$ cat src/rtl/cphs_pkg.sv
package cphs_pkg;
   typedef enum logic [2:0] {
      OP_TO_CP   = 3'd0,
      OP_FROM_CP = 3'd1,
      OP_CPDATA  = 3'd2,
      OP_LOAD    = 3'd3,
      OP_STORE   = 3'd4
   } cp_op_e;

   typedef enum logic [1:0] {
      RSP_DONE = 2'd0,
      RSP_BUSY = 2'd1,
      RSP_CANT = 2'd2,
      RSP_INC  = 2'd3
   } cp_rsp_e;

   typedef enum logic [2:0] {
      REQ_NONE  = 3'd0,
      REQ_FIRST = 3'd1,
      REQ_BUSY  = 3'd2,
      REQ_INTR  = 3'd3,
      REQ_DATA  = 3'd4
   } cp_req_e;

   typedef enum logic [2:0] {
      FIN_OK    = 3'd0,
      FIN_UNDEF = 3'd1,
      FIN_RESET = 3'd2,
      FIN_FIQ   = 3'd3,
      FIN_IRQ   = 3'd4,
      FIN_ABORT = 3'd5
   } fin_e;

   typedef enum logic [2:0] {
      S_IDLE   = 3'd0,
      S_FIRST  = 3'd1,
      S_WAIT   = 3'd2,
      S_NOTIFY = 3'd3,
      S_XFER   = 3'd4,
      S_FIN    = 3'd5
   } seq_st_e;
endpackage

$ cat src/rtl/cphs_addr_chk.sv
module cphs_addr_chk #(
   parameter int          AW         = 32,
   parameter int          LEGAL_BITS = 26,
   parameter logic [31:0] VEC_TOP    = 32'h20
) (
   input  logic [AW-1:0] addr_i,
   input  logic          is_store_i,
   output logic          fault_o
);
   logic range_bad;
   logic vec_bad;

   generate
      if (LEGAL_BITS >= AW) begin : g_no_range
         assign range_bad = 1'b0;
      end else begin : g_range
         assign range_bad = |addr_i[AW-1:LEGAL_BITS];
      end

      if (VEC_TOP == 32'h0) begin : g_no_vec
         assign vec_bad = 1'b0;
      end else begin : g_vec
         localparam logic [AW-1:0] VLIM = AW'(VEC_TOP);
         assign vec_bad = is_store_i && (addr_i < VLIM);
      end
   endgenerate

   assign fault_o = range_bad | vec_bad;
endmodule

$ cat src/rtl/cphs_addr_gen.sv
module cphs_addr_gen #(
   parameter int AW         = 32,
   parameter int WORD_BYTES = 4
) (
   input  logic          clk,
   input  logic          rst_n,
   input  logic          load_i,
   input  logic [AW-1:0] base_i,
   input  logic          step_i,
   output logic [AW-1:0] addr_o
);
   localparam logic [AW-1:0] STEP = AW'(WORD_BYTES);

   logic [AW-1:0] addr_q;

   always_ff @(posedge clk) begin
      if (!rst_n)       addr_q <= '0;
      else if (load_i)  addr_q <= base_i;
      else if (step_i)  addr_q <= addr_q + STEP;
   end

   assign addr_o = addr_q;
endmodule

$ cat src/rtl/cphs_sat_cnt.sv
module cphs_sat_cnt #(
   parameter int W = 16
) (
   input  logic         clk,
   input  logic         rst_n,
   input  logic         inc_i,
   output logic [W-1:0] cnt_o
);
   localparam logic [W-1:0] TOP = {W{1'b1}};

   logic [W-1:0] cnt_q;

   always_ff @(posedge clk) begin
      if (!rst_n)                    cnt_q <= '0;
      else if (inc_i && cnt_q != TOP) cnt_q <= cnt_q + 1'b1;
   end

   assign cnt_o = cnt_q;

   AST_SAT_HOLD: assert property (@(posedge clk) disable iff (!rst_n)
      (cnt_q == TOP) |=> (cnt_q == TOP));
endmodule

$ cat src/rtl/cop_hs_seq.sv
module cop_hs_seq
   import cphs_pkg::*;
#(
   parameter int          AW         = 32,
   parameter int          DW         = 32,
   parameter int          CNT_W      = 16,
   parameter int          LEGAL_BITS = 26,
   parameter logic [31:0] VEC_TOP    = 32'h20,
   parameter logic [31:0] CANT_VALUE = 32'hF000_0000,
   parameter int          WORD_BYTES = 4
) (
   input  logic             clk,
   input  logic             rst_n,
   input  logic             start_i,
   input  logic [2:0]       op_i,
   input  logic [AW-1:0]    addr_i,
   input  logic [1:0]       cp_resp_i,
   input  logic [DW-1:0]    cp_rdata_i,
   input  logic             rst_req_i,
   input  logic             fiq_i,
   input  logic             irq_i,
   input  logic             fiq_mask_i,
   input  logic             irq_mask_i,
   input  logic             mem_abort_i,
   output logic [2:0]       cp_req_o,
   output logic             mem_req_o,
   output logic             mem_we_o,
   output logic [AW-1:0]    mem_addr_o,
   output logic             done_o,
   output logic [2:0]       status_o,
   output logic [DW-1:0]    rd_result_o,
   output logic [CNT_W-1:0] icyc_o,
   output logic [CNT_W-1:0] ccyc_o,
   output logic [CNT_W-1:0] ncyc_o
);
   localparam int             NCNT    = 3;
   localparam logic [AW-1:0]  STEP    = AW'(WORD_BYTES);
   localparam logic [DW-1:0]  KEEPVAL = DW'(CANT_VALUE);

   generate
      if (AW < 8)                  begin : g_bad_aw  $error("AW too small");        end
      if (DW < 1)                  begin : g_bad_dw  $error("DW must be positive");  end
      if (CNT_W < 2)               begin : g_bad_cnt $error("CNT_W too small");     end
      if (LEGAL_BITS < 2)          begin : g_bad_lb  $error("LEGAL_BITS too small"); end
      if (WORD_BYTES < 1)          begin : g_bad_wb  $error("WORD_BYTES invalid");   end
   endgenerate

   seq_st_e         state_q;
   cp_op_e          op_q;
   fin_e            status_q;
   logic [DW-1:0]   rd_q;

   cp_op_e          op_in;
   cp_rsp_e         rsp;
   logic            in_ldst, in_store, addr_fault;
   logic            wait_st, accept, is_ldst_q, is_move_q;
   logic            exc_hit;
   fin_e            exc_code;
   logic            addr_load, addr_step;
   logic [NCNT-1:0] cnt_inc;
   logic [CNT_W-1:0] cnt_val [NCNT];

   assign op_in     = cp_op_e'(op_i);
   assign rsp       = cp_rsp_e'(cp_resp_i);
   assign in_store  = (op_in == OP_STORE);
   assign in_ldst   = (op_in == OP_LOAD) || in_store;
   assign wait_st   = (state_q == S_FIRST) || (state_q == S_WAIT);
   assign accept    = (rsp == RSP_DONE) || (rsp == RSP_INC);
   assign is_ldst_q = (op_q == OP_LOAD) || (op_q == OP_STORE);
   assign is_move_q = (op_q == OP_TO_CP) || (op_q == OP_FROM_CP);

   cphs_addr_chk #(.AW(AW), .LEGAL_BITS(LEGAL_BITS), .VEC_TOP(VEC_TOP)) u_chk (
      .addr_i     (addr_i),
      .is_store_i (in_store),
      .fault_o    (addr_fault)
   );

   // exception priority: reset, then fast, then normal interrupt
   always_comb begin
      exc_hit  = 1'b1;
      exc_code = FIN_OK;
      if (rst_req_i)                   exc_code = FIN_RESET;
      else if (fiq_i && !fiq_mask_i)   exc_code = FIN_FIQ;
      else if (irq_i && !irq_mask_i)   exc_code = FIN_IRQ;
      else                             exc_hit  = 1'b0;
   end

   assign addr_load = (state_q == S_IDLE) && start_i;
   assign addr_step = (state_q == S_XFER) && !mem_abort_i && (rsp == RSP_INC);

   cphs_addr_gen #(.AW(AW), .WORD_BYTES(WORD_BYTES)) u_agen (
      .clk    (clk),
      .rst_n  (rst_n),
      .load_i (addr_load),
      .base_i (addr_i),
      .step_i (addr_step),
      .addr_o (mem_addr_o)
   );

   always_ff @(posedge clk) begin
      if (!rst_n) begin
         state_q  <= S_IDLE;
         op_q     <= OP_TO_CP;
         status_q <= FIN_OK;
         rd_q     <= '0;
      end else begin
         case (state_q)
            S_IDLE: if (start_i) begin
               op_q <= op_in;
               if (in_ldst && addr_fault) begin
                  status_q <= FIN_ABORT;
                  state_q  <= S_FIN;
               end else begin
                  state_q  <= S_FIRST;
               end
            end
            S_FIRST, S_WAIT: begin
               if (rsp == RSP_BUSY) begin
                  if (exc_hit) begin
                     status_q <= exc_code;
                     state_q  <= S_NOTIFY;
                  end else begin
                     state_q  <= S_WAIT;
                  end
               end else if (rsp == RSP_CANT) begin
                  status_q <= FIN_UNDEF;
                  if (op_q == OP_FROM_CP) rd_q <= KEEPVAL;
                  state_q  <= S_FIN;
               end else begin
                  if (op_q == OP_FROM_CP) rd_q <= cp_rdata_i;
                  if (is_ldst_q) begin
                     state_q  <= S_XFER;
                  end else begin
                     status_q <= FIN_OK;
                     state_q  <= S_FIN;
                  end
               end
            end
            S_NOTIFY: state_q <= S_FIN;
            S_XFER: begin
               if (mem_abort_i) begin
                  status_q <= FIN_ABORT;
                  state_q  <= S_FIN;
               end else if (rsp != RSP_INC) begin
                  status_q <= FIN_OK;
                  state_q  <= S_FIN;
               end
            end
            default: state_q <= S_IDLE;
         endcase
      end
   end

   always_comb begin
      case (state_q)
         S_FIRST:  cp_req_o = REQ_FIRST;
         S_WAIT:   cp_req_o = REQ_BUSY;
         S_NOTIFY: cp_req_o = REQ_INTR;
         S_XFER:   cp_req_o = REQ_DATA;
         default:  cp_req_o = REQ_NONE;
      endcase
   end

   assign mem_req_o   = (state_q == S_XFER);
   assign mem_we_o    = (state_q == S_XFER) && (op_q == OP_STORE);
   assign done_o      = (state_q == S_FIN);
   assign status_o    = status_q;
   assign rd_result_o = rd_q;

   // counter 0 internal, 1 coprocessor, 2 non-sequential memory
   assign cnt_inc[0] = wait_st && ((rsp == RSP_BUSY) || (accept && op_q == OP_FROM_CP));
   assign cnt_inc[1] = wait_st && accept && is_move_q;
   assign cnt_inc[2] = (state_q == S_XFER);

   generate
      for (genvar gi = 0; gi < NCNT; gi++) begin : g_cnt
         cphs_sat_cnt #(.W(CNT_W)) u_cnt (
            .clk   (clk),
            .rst_n (rst_n),
            .inc_i (cnt_inc[gi]),
            .cnt_o (cnt_val[gi])
         );
      end
   endgenerate

   assign icyc_o = cnt_val[0];
   assign ccyc_o = cnt_val[1];
   assign ncyc_o = cnt_val[2];

   AST_FIRST_REQ: assert property (@(posedge clk) disable iff (!rst_n)
      (state_q == S_IDLE && start_i && !(in_ldst && addr_fault)) |=> (cp_req_o == REQ_FIRST));
   AST_INTR_ENDS: assert property (@(posedge clk) disable iff (!rst_n)
      (cp_req_o == REQ_INTR) |=> done_o);
   AST_CANT_TRAP: assert property (@(posedge clk) disable iff (!rst_n)
      (wait_st && rsp == RSP_CANT) |=> (done_o && status_o == FIN_UNDEF));
   AST_ADDR_STEP: assert property (@(posedge clk) disable iff (!rst_n)
      (mem_req_o && rsp == RSP_INC && !mem_abort_i) |=> (mem_req_o && mem_addr_o == $past(mem_addr_o) + STEP));
   AST_ABORT_STOP: assert property (@(posedge clk) disable iff (!rst_n)
      (mem_req_o && mem_abort_i) |=> (!mem_req_o && status_o == FIN_ABORT));
   AST_DONE_PULSE: assert property (@(posedge clk) disable iff (!rst_n)
      done_o |=> !done_o);
endmodule

$ cat config.mk
export PLATFORM = sky130hd
export DESIGN_NAME = cop_hs_seq
export DESIGN_NICKNAME = d
export VERILOG_FILES = /design/src/rtl/cphs_pkg.sv /design/src/rtl/cphs_addr_chk.sv /design/src/rtl/cphs_addr_gen.sv /design/src/rtl/cphs_sat_cnt.sv /design/src/rtl/cop_hs_seq.sv
export SDC_FILE = /design/constraint.sdc
export NUM_CORES = 1
export LEC_CHECK = 0
export BUFFER_PORTS_ARGS = -buffer_cell sky130_fd_sc_hd__clkbuf_2
export CAP_MARGIN = 20
export CORE_ASPECT_RATIO = 0.7
export CORE_UTILIZATION = 55
export CTS_CLUSTER_DIAMETER = 80
export DETAILED_ROUTE_END_ITERATION = 8
export GPL_ROUTABILITY_DRIVEN = 1
export PLACE_DENSITY = 0.93
export SETUP_SLACK_MARGIN = 0.1
export SLEW_MARGIN = 20
export SYNTH_ARGS = -nofsm -noshare
export SYNTH_HDL_FRONTEND = slang
export SYNTH_SLANG_ARGS = --single-unit
export TNS_END_PERCENT = 5
$ cat constraint.sdc
create_clock -name clk -period 2.8 [get_ports clk]
set_input_delay 0.56 -clock clk [delete_from_list [all_inputs] [get_ports clk]]
set_output_delay 0.56 -clock clk [all_outputs]
set_load 0.02 [all_outputs]
==> results of run 1 <==
==> area by class of cell <==
class                           count  area (sq um)  area share (%)
Clock buffer                       21           480            6.07
Clock inverter                     11           215            2.72
Inverter                           13          50.0           0.632
Multi-Input combinational cell    566          3470            43.8
Sequential cell                   121          2420            30.6
Tap cell                          148           185            2.34
Timing Repair Buffer              212          1100            13.8
==> path summary, 6_finish.rpt <==
check        cells after the start                              endpoint                         start  slack [ns]
min reg2reg                      2          rd_result_o[13]$_SDFFE_PN0P_  rd_result_o[13]$_SDFFE_PN0P_        0.45
min                              3         u_agen.addr_o[0]$_SDFFE_PN0P_                     addr_i[0]        0.38
max reg2reg                      6  g_cnt[2].u_cnt.cnt_o[9]$_SDFFE_PN0P_       state_q[2]$_SDFFE_PN0P_        0.56
max                              3                              mem_we_o       state_q[2]$_SDFFE_PN0P_        0.27
==> flip-flops by register name, summed over array words and instances (netlist names) <==
| name | flops |
|---|---|
| u_agen.addr_o | 32 |
| status_o | 3 |
| op_q | 3 |
| rd_result_o | 32 |
| state_q | 3 |
| g_cnt.u_cnt.cnt_o | 48 |
==> worst min-delay path, delay by kind of cell <==
kind,cells,cell delay (ns)
buf+inv,1,0.08
simple gates,1,0.05
compound gates,1,0.05
==> cell usage in the layout, fill, tap and decap left out, drive strengths merged, types with 8 or more instances in the layout <==
cell type    n
o211ai      19
xor2        12
nor4        16
mux2i        8
a31oi       13
xnor2       18
nor2        61
o21ai       24
and3        10
a21oi       59
dfxtp      121
or4          8
nor3        24
buf         14
inv         11
nand3b      32
or3         14
nand4       17
nand2       93
and4         9
nand3       33
clkbuf     219
==> metal layers <==
metal	track usage [%]	routed length [um]	vias up
met5	0	0	-
met4	13.7	444	0
met3	7.02	1720	40
met2	49.0	8190	384
met1	41.6	7750	3022
li1	-	-	3107
==> cell families after synthesis <==
logic type / share of synthesized area (%)
AO/OA/AOI/OAI: 17.5
flip-flops: 39.7
adder cells (fa/ha/maj): 1.43
XOR/XNOR: 4.43
buffers and inverters: 3.57
multiplexers: 1.68
AND/OR/NAND/NOR: 31.7
==> power by group <==
group | total (mW) | switching (mW) | internal (mW)
clock network | 2.59 | 0.822 | 1.76
registers | 1.91 | 0.114 | 1.80
logic | 0.651 | 0.403 | 0.248
total | 5.15 | 1.34 | 3.81
==> per-stage QoR <==
stage / hold slack, ns / cells
after floorplan: 0.467 / 739
after global placement: 0.437 / 1060
after detailed placement: 0.446 / 1060
after CTS: 0.378 / 1092
after global routing: 0.385 / 1092
final: 0.381 / 1092
==> results by group, run 1 <==
Cells and area
  • Post-route cell area: 0.00792 sq mm
  • N_diodes: 0
  • Final core utilization: 75.1%
  • Final net count: 1016
  • Share of cells above drive strength 1: 28.2%
  • Fill cells: 793
  • Area grow syn2layout: 29.7%

Die
  • Initial Util: 57.9%
  • IO Pins: 199
  • # rows: 31
  • Die Y: 90.1 um
  • Floorplan Core Area: 0.0106 sq mm
  • Die Width: 128 um
  • Die Footprint: 0.0115 sq mm

Clocking
  • Maximum clock path buffer count: 2
  • CTS buffer count: 17
  • Clk_lat worst skew: 0.42 ns
  • Hold buffer count at CTS: 0
  • Clk slew on worst S/H paths: 0.05 ns
  • Post-CTS Setup Inserts: 0
  • Post-cts sizing count: 0
  • Sink Count: 121
  • Root Buffer: clkbuf_16
  • H-tree levels: 4
  • TritonCTS clock tree: done

STA
  • Final Setup Violations: 0
  • RSZ-0062 raised after global routing: no
  • Final setup margin: 0.265 ns
  • Slew @ Worst Pin: 0.765 ns
  • Setup_tns: 0 ns
  • Tcrit/Tclk final: 90.5%
  • Fmax: 395 MHz
  • Slew HR: 48.6%
  • Crit path time final: 2.53 ns
  • Final setup skew: 0.0115 ns
  • Final hold violations: 0
  • Fin. max-slew vios: 0

Worst setup path
  • Critical path class: flop to primary output
  • Crit path buf inv count: 1
  • WP data arrival: 1.97 ns
  • Crit end category: primary output
  • CP startpoint kind: flop
  • CP Cell Sequence: or3b_1 -> nor2_1 -> clkbuf_2
  • Max incr delay on CP: 0.63 ns
  • CP top delay family: simple AND/OR/NAND/NOR gates
  • Worst Path Required: 2.24 ns
  • Crit Path Max Fanout: 13
  • CP max stage cell: dfxtp_1

Detailed routing
  • Drt drc: 0
  • Vias: 6553
  • DR pass1 iterations: 6
  • 1st-iter DRT viols: 613
  • Per-cell routed wire length: 16.6 um
  • Routed WL: 18100 um
  • Routed Antenna Nets: 0
  • Vias per Instance: 6.00

Synth
  • Post-synth cell types: 76
  • Share of flip-flops with an asynchronous set or reset: 0%
  • Synthesized cell area: 0.00610 sq mm
  • Mapped Nets: 824
  • Post-synth EDFFs: 0
  • Most common cell in the netlist: dfxtp_1
  • Yosys warnings: 0
  • Main synth FF type: dfxtp_1
  • Top-area cell type share of the netlist area: 39.7%
  • Sequential fraction of the synthesis area: 39.7%
  • Commonest cells post-synth: dfxtp_1 (121), nand2_1 (92), nor2_1 (60), a21oi_1 (59), nand3_1 (33)
  • Mapped Cells: 739
  • Register bit count reported by yosys: 121
  • Top post-synthesis cells by area: dfxtp_1 (40%), nand2_1 (5.7%), a21oi_1 (4.8%), nand3b_1 (3.9%), nor2_1 (3.7%)
  • Mean area per synthesized cell: 8.26 sq um
  • Yosys top cell by area: dfxtp_1

Place
  • Buffers on Ports: 198
  • Placed cell areas: 0.00722 sq mm
  • DP HPWL: 12500 um
  • Pre-CTS setup slack: 0.366 ns
  • Placer Congestion: 0.903

GRT
  • Pin count of the biggest net entering global routing: 47
  • Gr ovfl total: 0
  • Global-route usage over all layers: 31.4%
  • Antenna violations before repair: 0
  • Vias in the first global route: 5915
  • First-pass GRT wire length: 29100 um

Worst hold path
  • Hold Crit Class: primary input to flop

Pwr
  • Power Total: 5.15 mW
  • Power Density: 651 mW/mm^2
  • Leak: 3.19 nW
  • Worst IR Drop VDD: 525 uV

Job
  • MaxCap Viol Count: 0

Outcome
  • Status: complete, no violations
No activity file was read; power rests on OpenSTA's default activity.
==> run 2, diff against run 1 <==
- CELL_PAD_IN_SITES_DETAIL_PLACEMENT: not set -> 0
- CELL_PAD_IN_SITES_GLOBAL_PLACEMENT: not set -> 1
- CORE_UTILIZATION: 55 -> 40
==> results by group, run 2 (synthesis gave the netlist of run 1 again) <==
Worst setup path
  • Critical path class: flop to primary output
  • WP data arrival: 1.92 ns
  • CP startpoint kind: flop
  • Worst Path Required: 2.24 ns
  • CP Cell Sequence: or3b_1 -> nor2_1 -> clkbuf_2
  • Crit Path Max Fanout: 12
  • Max incr delay on CP: 0.60 ns
  • CP top delay family: simple AND/OR/NAND/NOR gates
  • Reg2reg start: g_cnt[0].u_cnt.cnt_o[0]$_SDFFE_PN0P_
  • Critical path origin: state_q[0]$_SDFFE_PN0P_
  • Crit end category: primary output
  • Crit path buf inv count: 1
  • CP max stage cell: or3b_1

Die
  • IO Pins: 199
  • Die Y: 105 um
  • # rows: 37
  • Floorplan Core Area: 0.0148 sq mm
  • Die Footprint: 0.0158 sq mm
  • Die Width: 150 um
  • Initial Util: 41.2%

Clocking
  • Hold buffer count at CTS: 0
  • Clk slew on worst S/H paths: 0.06 ns
  • H-tree levels: 4
  • Clk_lat worst skew: 0.41 ns
  • CTS buffer count: 17
  • TritonCTS clock tree: done
  • Sink Count: 121
  • Maximum clock path buffer count: 2
  • Root Buffer: clkbuf_16

Place
  • Buffers on Ports: 198
  • DP HPWL: 12600 um
  • Placer Congestion: 0.830
  • Inst Count DP: 1108
  • Pre-CTS setup slack: 0.331 ns
  • Placed cell areas: 0.00729 sq mm

GRT
  • Global-route usage over all layers: 22.8%
  • Vias in the first global route: 5726
  • Antenna violations before repair: 0
  • First-pass GRT wire length: 28700 um
  • Pin count of the biggest net entering global routing: 48
  • Gr ovfl total: 0

Detailed routing
  • DR pass1 iterations: 5
  • Per-cell routed wire length: 15.4 um
  • Vias per Instance: 5.48
  • Routed Antenna Nets: 0
  • 1st-iter DRT viols: 383
  • Routed WL: 17600 um
  • Vias: 6247
  • Drt drc: 0

STA
  • Slew @ Worst Pin: 0.707 ns
  • Fin. max-slew vios: 0
  • Tcrit/Tclk final: 88.7%
  • RSZ-0062 raised after global routing: no
  • Slew HR: 52.5%
  • Final setup margin: 0.315 ns
  • Final hold violations: 0
  • Final setup skew: 0.00684 ns
  • WHS: 0.373 ns
  • Crit path time final: 2.48 ns
  • Final Setup Violations: 0
  • Fmax: 402 MHz
  • Setup_tns: 0 ns

Job
  • MaxCap Viol Count: 0

Cells and area
  • Non-Filler Instances: 1140
  • N_diodes: 0
  • Area grow syn2layout: 29.1%
  • Final net count: 1017
  • Fill cells: 1457
  • Commonest cells after routing, fill and taps aside: clkbuf_2 (198), dfxtp_1 (120), nand2_1 (92), nor2_1 (60), a21oi_1 (59)
  • Share of cells above drive strength 1: 28.3%
  • Commonest non-fill, non-tap cell in the layout: clkbuf_2
  • Number of flip-flops in the largest register: 48
  • Post-route cell area: 0.00788 sq mm

Pwr
  • Worst IR Drop VDD: 473 uV
  • Power Density: 600 mW/mm^2
  • Leak: 3.13 nW

Worst hold path
  • Hold_sp: addr_i[1]
  • Hold Crit Class: primary input to flop

Outcome
  • Status: complete, no violations
==> run 2: cell count changes in the layout (fill, tap and decap cells not counted), sizes merged <==
| cell | before | now |
|---|---|---|
| clkinvlp | 1 | 5 |
| clkbuf | 219 | 217 |
| bufinv | 6 | 2 |
| inv | 11 | 13 |
| buf | 14 | 15 |
==> run 2: where the power goes <==
group	internal, mW	switching, mW
registers	1.80	0.111
logic	0.245	0.398
clock network	1.34	0.837
total	3.38	1.35
==> run 2: path summary, 6_finish.rpt <==
check,endpoint,slack [ns],depth (start not counted)
min reg2reg,rd_result_o[10]$_SDFFE_PN0P_,0.45,2
max,mem_we_o,0.32,3
max reg2reg,g_cnt[0].u_cnt.cnt_o[1]$_SDFFE_PN0P_,0.61,6
min,u_agen.addr_o[1]$_SDFFE_PN0P_,0.37,3
==> run 2: stage by stage <==
stage | util [%] | power [mW]
2_1_floorplan | - | 2.34
3_3_place_gp | 49.2 | 2.58
3_5_place_dp | 49.2 | 2.59
4_1_cts | 53.2 | 4.77
5_1_grt | 53.2 | 4.93
6_report | 53.2 | 4.73
==> run 2: cell type report <==
class                      instances  area (sq um)  share of cell area, %
timing repair buffer             213          1100                   14.0
sequential                       121          2420                   30.8
clock inverter                    13           146                   1.86
multi-input combinational        566          3470                   44.0
tap                              195           244                   3.10
inverter                          13          50.0                  0.635
clock buffer                      19           443                   5.62
==> run 2: per-layer routing <==
metal | routed length [um] | GRT usage (%) | share of wire [%] | vias to the layer above
met5 | 0 | 0 | 0 | -
met4 | 214 | 6.41 | 1.2 | 0
met3 | 1420 | 6.32 | 8.1 | 19
met2 | 7530 | 33.2 | 43 | 229
met1 | 8410 | 32.3 | 48 | 2887
li1 | - | - | - | 3112
==> run 2: timing repair <==
| action | in CTS | in global routing |
|---|---|---|
| setup endpoints to repair | 0 | 1 |
| gates resized for setup | 0 | 1 |
| buffers inserted | 0 | 0 |
==> run 2: tightest hold or removal path, stage by stage <==
cell,delay [ns]
clkbuf_2,0.08
nand2_1,0.04
a21oi_1,0.05
